`src/rtl/usb_susp_pkg.sv`:
```
package usb_susp_pkg;
  localparam int EN_BIT   = 0;
  localparam int SUSP_BIT = 1;
  localparam int RSM_BIT  = 2;
  localparam int RST_BIT  = 3;

  function automatic logic idle_done(input int unsigned cnt, input int unsigned lim);
    return cnt >= lim;
  endfunction

  function automatic logic guard_hit(input int unsigned cnt, input int unsigned lim);
    return cnt == lim - 1;
  endfunction

  function automatic logic [7:0] pack_status(input logic en, input logic susp,
                                             input logic rsm, input logic rst);
    logic [7:0] v;
    v = 8'h00;
    v[EN_BIT]   = en;
    v[SUSP_BIT] = susp;
    v[RSM_BIT]  = rsm;
    v[RST_BIT]  = rst;
    return v;
  endfunction
endpackage

```
`src/rtl/usb_idle_timer.sv`:
```
module usb_idle_timer #(
  parameter int unsigned IDLE_CYCLES = 144000
) (
  input  logic clk,
  input  logic rst_n,
  input  logic restart,
  output logic expired
);
  localparam int CW = $clog2(IDLE_CYCLES + 1);

  logic [CW-1:0] cnt_q;

  assign expired = usb_susp_pkg::idle_done(int'(cnt_q), IDLE_CYCLES);

  always_ff @(posedge clk or negedge rst_n) begin
    if (!rst_n)          cnt_q <= '0;
    else if (restart)    cnt_q <= '0;
    else if (!expired)   cnt_q <= cnt_q + 1'b1;
  end

  AST_IDLE_HOLDS: assert property (@(posedge clk) disable iff (!rst_n)
    (expired && !restart) |=> expired);
  AST_RESTART_CLEARS: assert property (@(posedge clk) disable iff (!rst_n)
    restart |=> !expired);
endmodule

```
`src/rtl/usb_resume_guard.sv`:
```
module usb_resume_guard #(
  parameter int unsigned RESUME_MAX = 720000
) (
  input  logic clk,
  input  logic rst_n,
  input  logic wr_en,
  input  logic wr_val,
  output logic drive,
  output logic timeout
);
  localparam int CW = $clog2(RESUME_MAX + 1);

  logic          bit_q;
  logic [CW-1:0] cnt_q;

  assign drive   = bit_q;
  assign timeout = bit_q && usb_susp_pkg::guard_hit(int'(cnt_q), RESUME_MAX);

  always_ff @(posedge clk or negedge rst_n) begin
    if (!rst_n) begin
      bit_q <= 1'b0;
    end else if (timeout) begin
      bit_q <= 1'b0;
    end else if (wr_en) begin
      bit_q <= wr_val;
    end
  end

  always_ff @(posedge clk or negedge rst_n) begin
    if (!rst_n)      cnt_q <= '0;
    else if (!bit_q) cnt_q <= '0;
    else             cnt_q <= cnt_q + 1'b1;
  end

  AST_GUARD_CUTS: assert property (@(posedge clk) disable iff (!rst_n)
    timeout |=> !drive);
  AST_WRITE_SETS: assert property (@(posedge clk) disable iff (!rst_n)
    (wr_en && wr_val && !timeout) |=> drive);
  AST_WRITE_CLEARS: assert property (@(posedge clk) disable iff (!rst_n)
    (wr_en && !wr_val) |=> !drive);
endmodule

```
`src/rtl/usb_susp_flag.sv`:
```
module usb_susp_flag (
  input  logic clk,
  input  logic rst_n,
  input  logic enable,
  input  logic expired,
  input  logic clear,
  input  logic bus_rst,
  output logic susp,
  output logic irq,
  output logic set_evt
);
  logic susp_q;
  logic irq_q;

  assign set_evt = enable && expired && !susp_q && !clear && !bus_rst;
  assign susp    = susp_q;
  assign irq     = irq_q;

  always_ff @(posedge clk or negedge rst_n) begin
    if (!rst_n) begin
      susp_q <= 1'b0;
      irq_q  <= 1'b0;
    end else begin
      irq_q <= set_evt;
      if (clear || bus_rst) susp_q <= 1'b0;
      else if (set_evt)     susp_q <= 1'b1;
    end
  end

  AST_ENTRY_NEEDS_EN: assert property (@(posedge clk) disable iff (!rst_n)
    $rose(susp_q) |-> $past(enable));
  AST_IRQ_ONE_SHOT: assert property (@(posedge clk) disable iff (!rst_n)
    irq_q |=> !irq_q);
  AST_IRQ_WITH_SUSP: assert property (@(posedge clk) disable iff (!rst_n)
    irq_q |-> susp_q);
  AST_CLEAR_WINS: assert property (@(posedge clk) disable iff (!rst_n)
    clear |=> !susp_q);
  AST_BUSRST_CLEARS: assert property (@(posedge clk) disable iff (!rst_n)
    bus_rst |=> (!susp_q && !irq_q));
endmodule

```
`src/rtl/usb_susp_ctl.sv`:
```
module usb_susp_ctl #(
  parameter int unsigned IDLE_CYCLES = 144000,
  parameter int unsigned RESUME_MAX  = 720000
) (
  input  logic       clk,
  input  logic       rst_n,
  input  logic       bus_act,
  input  logic       bus_rst,
  input  logic       irq_rd,
  input  logic       reg_we,
  input  logic [7:0] reg_wdata,
  output logic [7:0] reg_rdata,
  output logic       susp_stat,
  output logic       rst_stat,
  output logic       resume_drv,
  output logic       susp_irq
);
  import usb_susp_pkg::*;

  logic en_q;
  logic rst_q;
  logic sw_resume;
  logic susp_clr;
  logic idle_restart;
  logic idle_expired;
  logic susp_set;
  logic guard_timeout;

  assign sw_resume    = reg_we && reg_wdata[RSM_BIT];
  assign susp_clr     = irq_rd || sw_resume;
  assign idle_restart = bus_act || bus_rst || susp_clr;

  always_ff @(posedge clk or negedge rst_n) begin
    if (!rst_n) begin
      en_q  <= 1'b0;
      rst_q <= 1'b0;
    end else begin
      rst_q <= bus_rst;
      if (reg_we) en_q <= reg_wdata[EN_BIT];
    end
  end

  usb_idle_timer #(.IDLE_CYCLES(IDLE_CYCLES)) u_idle (
    .clk     (clk),
    .rst_n   (rst_n),
    .restart (idle_restart),
    .expired (idle_expired)
  );

  usb_susp_flag u_flag (
    .clk     (clk),
    .rst_n   (rst_n),
    .enable  (en_q),
    .expired (idle_expired),
    .clear   (susp_clr),
    .bus_rst (bus_rst),
    .susp    (susp_stat),
    .irq     (susp_irq),
    .set_evt (susp_set)
  );

  usb_resume_guard #(.RESUME_MAX(RESUME_MAX)) u_guard (
    .clk     (clk),
    .rst_n   (rst_n),
    .wr_en   (reg_we),
    .wr_val  (reg_wdata[RSM_BIT]),
    .drive   (resume_drv),
    .timeout (guard_timeout)
  );

  assign rst_stat  = rst_q;
  assign reg_rdata = pack_status(en_q, susp_stat, resume_drv, rst_q);

  AST_SET_LANDS: assert property (@(posedge clk) disable iff (!rst_n)
    susp_set |=> (susp_stat && susp_irq));
  AST_RESUME_CLEARS_SUSP: assert property (@(posedge clk) disable iff (!rst_n)
    sw_resume |=> !susp_stat);
  AST_RST_FOLLOWS: assert property (@(posedge clk) disable iff (!rst_n)
    bus_rst |=> rst_stat);
  AST_EN_GATES: assert property (@(posedge clk) disable iff (!rst_n)
    (!en_q && !susp_stat) |=> !susp_stat);
endmodule

```
`config.mk`:
```
export PLATFORM = sky130hd
export DESIGN_NAME = usb_susp_ctl
export DESIGN_NICKNAME = d
export VERILOG_FILES = /design/src/rtl/usb_susp_pkg.sv /design/src/rtl/usb_idle_timer.sv /design/src/rtl/usb_resume_guard.sv /design/src/rtl/usb_susp_flag.sv /design/src/rtl/usb_susp_ctl.sv
export SDC_FILE = /design/constraint.sdc
export NUM_CORES = 1
export LEC_CHECK = 0
export BUFFER_PORTS_ARGS = -buffer_cell sky130_fd_sc_hd__buf_4
export CAP_MARGIN = 10
export CORE_MARGIN = 2
export CORE_UTILIZATION = 38
export DETAILED_ROUTE_END_ITERATION = 8
export PLACE_DENSITY = 0.55
export SYNTH_ARGS = -nofsm -noshare
export SYNTH_HDL_FRONTEND = slang
export SYNTH_SLANG_ARGS = --single-unit
```
`constraint.sdc`:
```
create_clock -name clk -period 4.1 [get_ports clk]
set_input_delay 0 -clock clk [delete_from_list [all_inputs] [get_ports clk]]
set_output_delay 0 -clock clk [all_outputs]
set_load 0.02 [all_outputs]
```
==> results.txt <==
For this run, the top clock speed supported by timing is 525.1 MHz. The final global-route overflow total is 0. The number of cell instances on the worst register-to-register path came out at 4. The capturing element type of the critical path is a flip-flop. At the placement stage, the worst setup path has a slack of 2.198 ns. The post-route worst hold slack came out at 0.04293 ns. The arrival time reported for the critical path endpoint is 2.13 ns. met2 is the most crowded layer. The number of buffers inserted for hold repair after clock tree synthesis is 5. Synthesis produced a netlist whose cell count is 230. The synthesized netlist occupies a cell area of around 2300 um2. Buffers placed on the I/O ports in this run total 15. The total DRC errors in the routed layout is 0. The number of gates given a new drive strength after cts came out at 0. Headroom to the max-slew limit came out at 61.64%.

The count of nets left with antenna violations once routing finished came out at 0. The CTS buffer count is 5. After routing, the total negative slack on setup checks comes to 0 ns.

The register area share after synthesis came out at 47.70%. Dividing the detail-routed via count by the number of cells gives about 5.5. The die covers 6569 um2. The finished cells cover 2499 um2. The wire length reported by the detailed router is around 4600 um.

Setup violations remaining at the end of the flow were counted as 0. The total count of hold-check failures in the final report is 0. The clock network fraction of design power came out at 34.7%.

The count of clock tree sinks came out at 43. The library cells used most frequently in the layout, excluding fill and tap cells, are 43 x sky130_fd_sc_hd__dfrtp_1, 22 x sky130_fd_sc_hd__a21oi_1, 16 x sky130_fd_sc_hd__nand3_1. The analysis attributes to net switching a power of approximately 0.18 mW. The cell-internal power came out at approximately 0.57 mW. After the last flow step, the layout net total stands at 259. The tightest min-delay check is of the in -> reg type. The routing usage on met3 is 3.333%.

Of the total power, combinational logic draws 7.1%. Leaving out fill and tap cells, the most frequent cell in the layout is sky130_fd_sc_hd__dfrtp_1. In the synthesized netlist the dominant register cell turns out to be sky130_fd_sc_hd__dfrtp_1. The total number of H-tree levels came out at 2. The number of global-route vias before repair came to 1651. Dividing total power by cell area gives a power density of 301.9 nW/um2. The met2 usage is about a quarter. CTS placed an instance of sky130_fd_sc_hd__clkbuf_8 at the clock tree root. The routed layout has 1753 vias. 0 antenna diodes ended up in the layout.

The average wire length per cell after detail routing is 14.31 um. The width of the die is 81.05 um. The setup path with the least slack is of type reg -> reg.

The max-cap violation count is 0. Setup repair after global routing left no endpoint under its margin. The share of post-route cells with drive strength above 1 came out at a little over a tenth. The clock slew at the register clock pins of the worst setup and hold paths is 0.08 ns.

Counting instances, the worst hold path has a depth of 3. TritonCTS built the clock tree. The number of pins exceeding their max-slew limit in the final report came out at 0.

The half-perimeter wire length after detailed placement came out at 2932 um. Row generation in the floorplan step produced 28 rows. The routed design could run at a clock period as short as roughly 1.9 ns. The clock latency on the worst-skew pair came out at between 0.2 and 0.3 ns. The number of antenna violations at the first check in global routing is 0. The data required time at the worst endpoint is 4.32 ns. The placed standard-cell area came out at 2367 um2. The DRC violation total after the first TritonRoute iteration is 81. The die is about 81 um tall.

The global routing usage summed across all routing layers came out at 15.29%. Compared with the post-synthesis result, the final layout area differs by 10.76%. The maximum clock path buffer count came out at 2.

The transition time of the tightest slew-check pin is 0.5682 ns. The count of pins on the block boundary is 26. The synthesized netlist contains 36 unique library cells.

The number of synthesis warnings is 0. The final setup skew is approximately 0.0096 ns. The global routing usage on met1 came out at 19.73%. The share of total power consumed by net switching came out at between 20% and 30%. The ratio of final minimum period to clock period is between 40% and 50%.

The area of the placeable core came out at between 5000 and 6000 um2. The share of synthesized flip-flops with an asynchronous set or reset is 100.0%. The largest voltage drop on the vdd net came out at 0.1659 mV. The iteration count of the initial detailed-routing pass came out at 4. The number of post-CTS setup repair buffers came out at 0. The analysis attributes to cell leakage a power of 0.9827 nW.

The maximum number of pins on one net before global-route repair is 44. The first-pass GRT wire length came out at 7769 um. The final weighted congestion in routability-driven placement is 0.7048. The post-layout worst setup margin came out at 2.196 ns. The flow ran to the end, and the final reports show no timing, DRC or antenna violations. The proportion of power drawn by flip-flops and latches is about three fifths. The total of flip-flops plus latches after synthesis is 43. The number of flops mapped to enable cells by yosys is 0. The maximum fanout count along the critical path is 9. The initial core utilization is about two fifths. STA classifies the critical path startpoint as a flip-flop. A synthesized cell averages 9.808 um2.
path summary, 6_finish.rpt:
kind                                  start               end  slack, ns
setup / recovery           u_idle.cnt_q[16]  u_idle.cnt_q[15]       2.20
hold / removal                       irq_rd       u_flag.susp       0.04
setup reg to reg           u_idle.cnt_q[16]  u_idle.cnt_q[15]       2.20
hold reg to reg            u_guard.cnt_q[0]  u_guard.cnt_q[0]       0.48
max in group asynchronous             rst_n  u_guard.cnt_q[9]       3.48
min in group asynchronous             rst_n       u_flag.susp       0.23
synth_stat cells (all sizes together) (6+ instances only):
| cell | n | area share (%) |
|---|---|---|
| xor2 | 11 | 4.3 |
| or3 | 6 | 1.7 |
| buf | 10 | 3.4 |
| or4 | 13 | 4.3 |
| dfrtp | 43 | 48 |
| and4 | 6 | 2.3 |
| nand4 | 10 | 2.8 |
| nand3 | 16 | 3.5 |
| nand2 | 11 | 1.8 |
| a21oi | 22 | 4.9 |
| o31ai | 14 | 5.3 |
| o21ai | 9 | 2.0 |
| nor2 | 14 | 2.3 |
| clkbuf | 8 | 1.3 |
logic make-up after synthesis:
family | after synthesis | synth area share (%)
AO/OA/AOI/OAI | 54 | 16.03
AND/OR/NAND/NOR | 90 | 22.68
flip-flops | 43 | 47.70
multiplexers | 3 | 1.387
buffers and inverters | 24 | 5.713
adder cells (fa/ha/maj) | 3 | 1.664
other | 1 | 0.1662
XOR/XNOR | 12 | 4.659
state kept, by name (all words and copies together) (netlist names):
name,cells
rst_stat,1
u_flag.susp,1
u_guard.cnt_q,20
u_guard.drive,1
u_idle.cnt_q,18
u_flag.irq,1
en_q,1
worst max-delay path: stages, from the launching register on:
cell                      delay (ns)
sky130_fd_sc_hd__dfrtp_1        0.45
sky130_fd_sc_hd__o31ai_4        0.35
sky130_fd_sc_hd__nand3_1        0.33
sky130_fd_sc_hd__or4_1          0.55
sky130_fd_sc_hd__a21oi_1        0.15
per-layer routing:
layer	wire (um)	part of all wire [%]
met1	2196	48
met2	2184	48
met4	51	1.1
met3	119	2.6
met5	0	0
through the flow:
| stage | power, mW | std cells | util [%] |
|---|---|---|---|
| floorplan | 0.4770 | 233 | - |
| detailed placement | 0.4977 | 305 | 40.71 |
| CTS | 0.7679 | 318 | 42.96 |
| global route | 0.7972 | 318 | 42.96 |
| finish | 0.7543 | 318 | 42.96 |
| global placement | 0.4979 | 305 | 40.71 |
cell type report:
type	instances	area, um2
repair buffers	20	162.7
clock buffers	7	76.32
flip-flops and latches	43	1076
inverters	6	22.52
fillers	595	3317
clock inverters	1	5.005
well taps	75	93.84
multi-input cells	166	1062
power groups by stage:
stage	combinational, mW	sequential (mW)	clock (mW)
after floorplan	0.0298	0.447	0
after global placement	0.0502	0.448	0
after detailed placement	0.0502	0.447	0
after CTS	0.0547	0.439	0.274
after global routing	0.0610	0.441	0.295
final	0.0532	0.439	0.262
(Power assumes the default switching activity.)
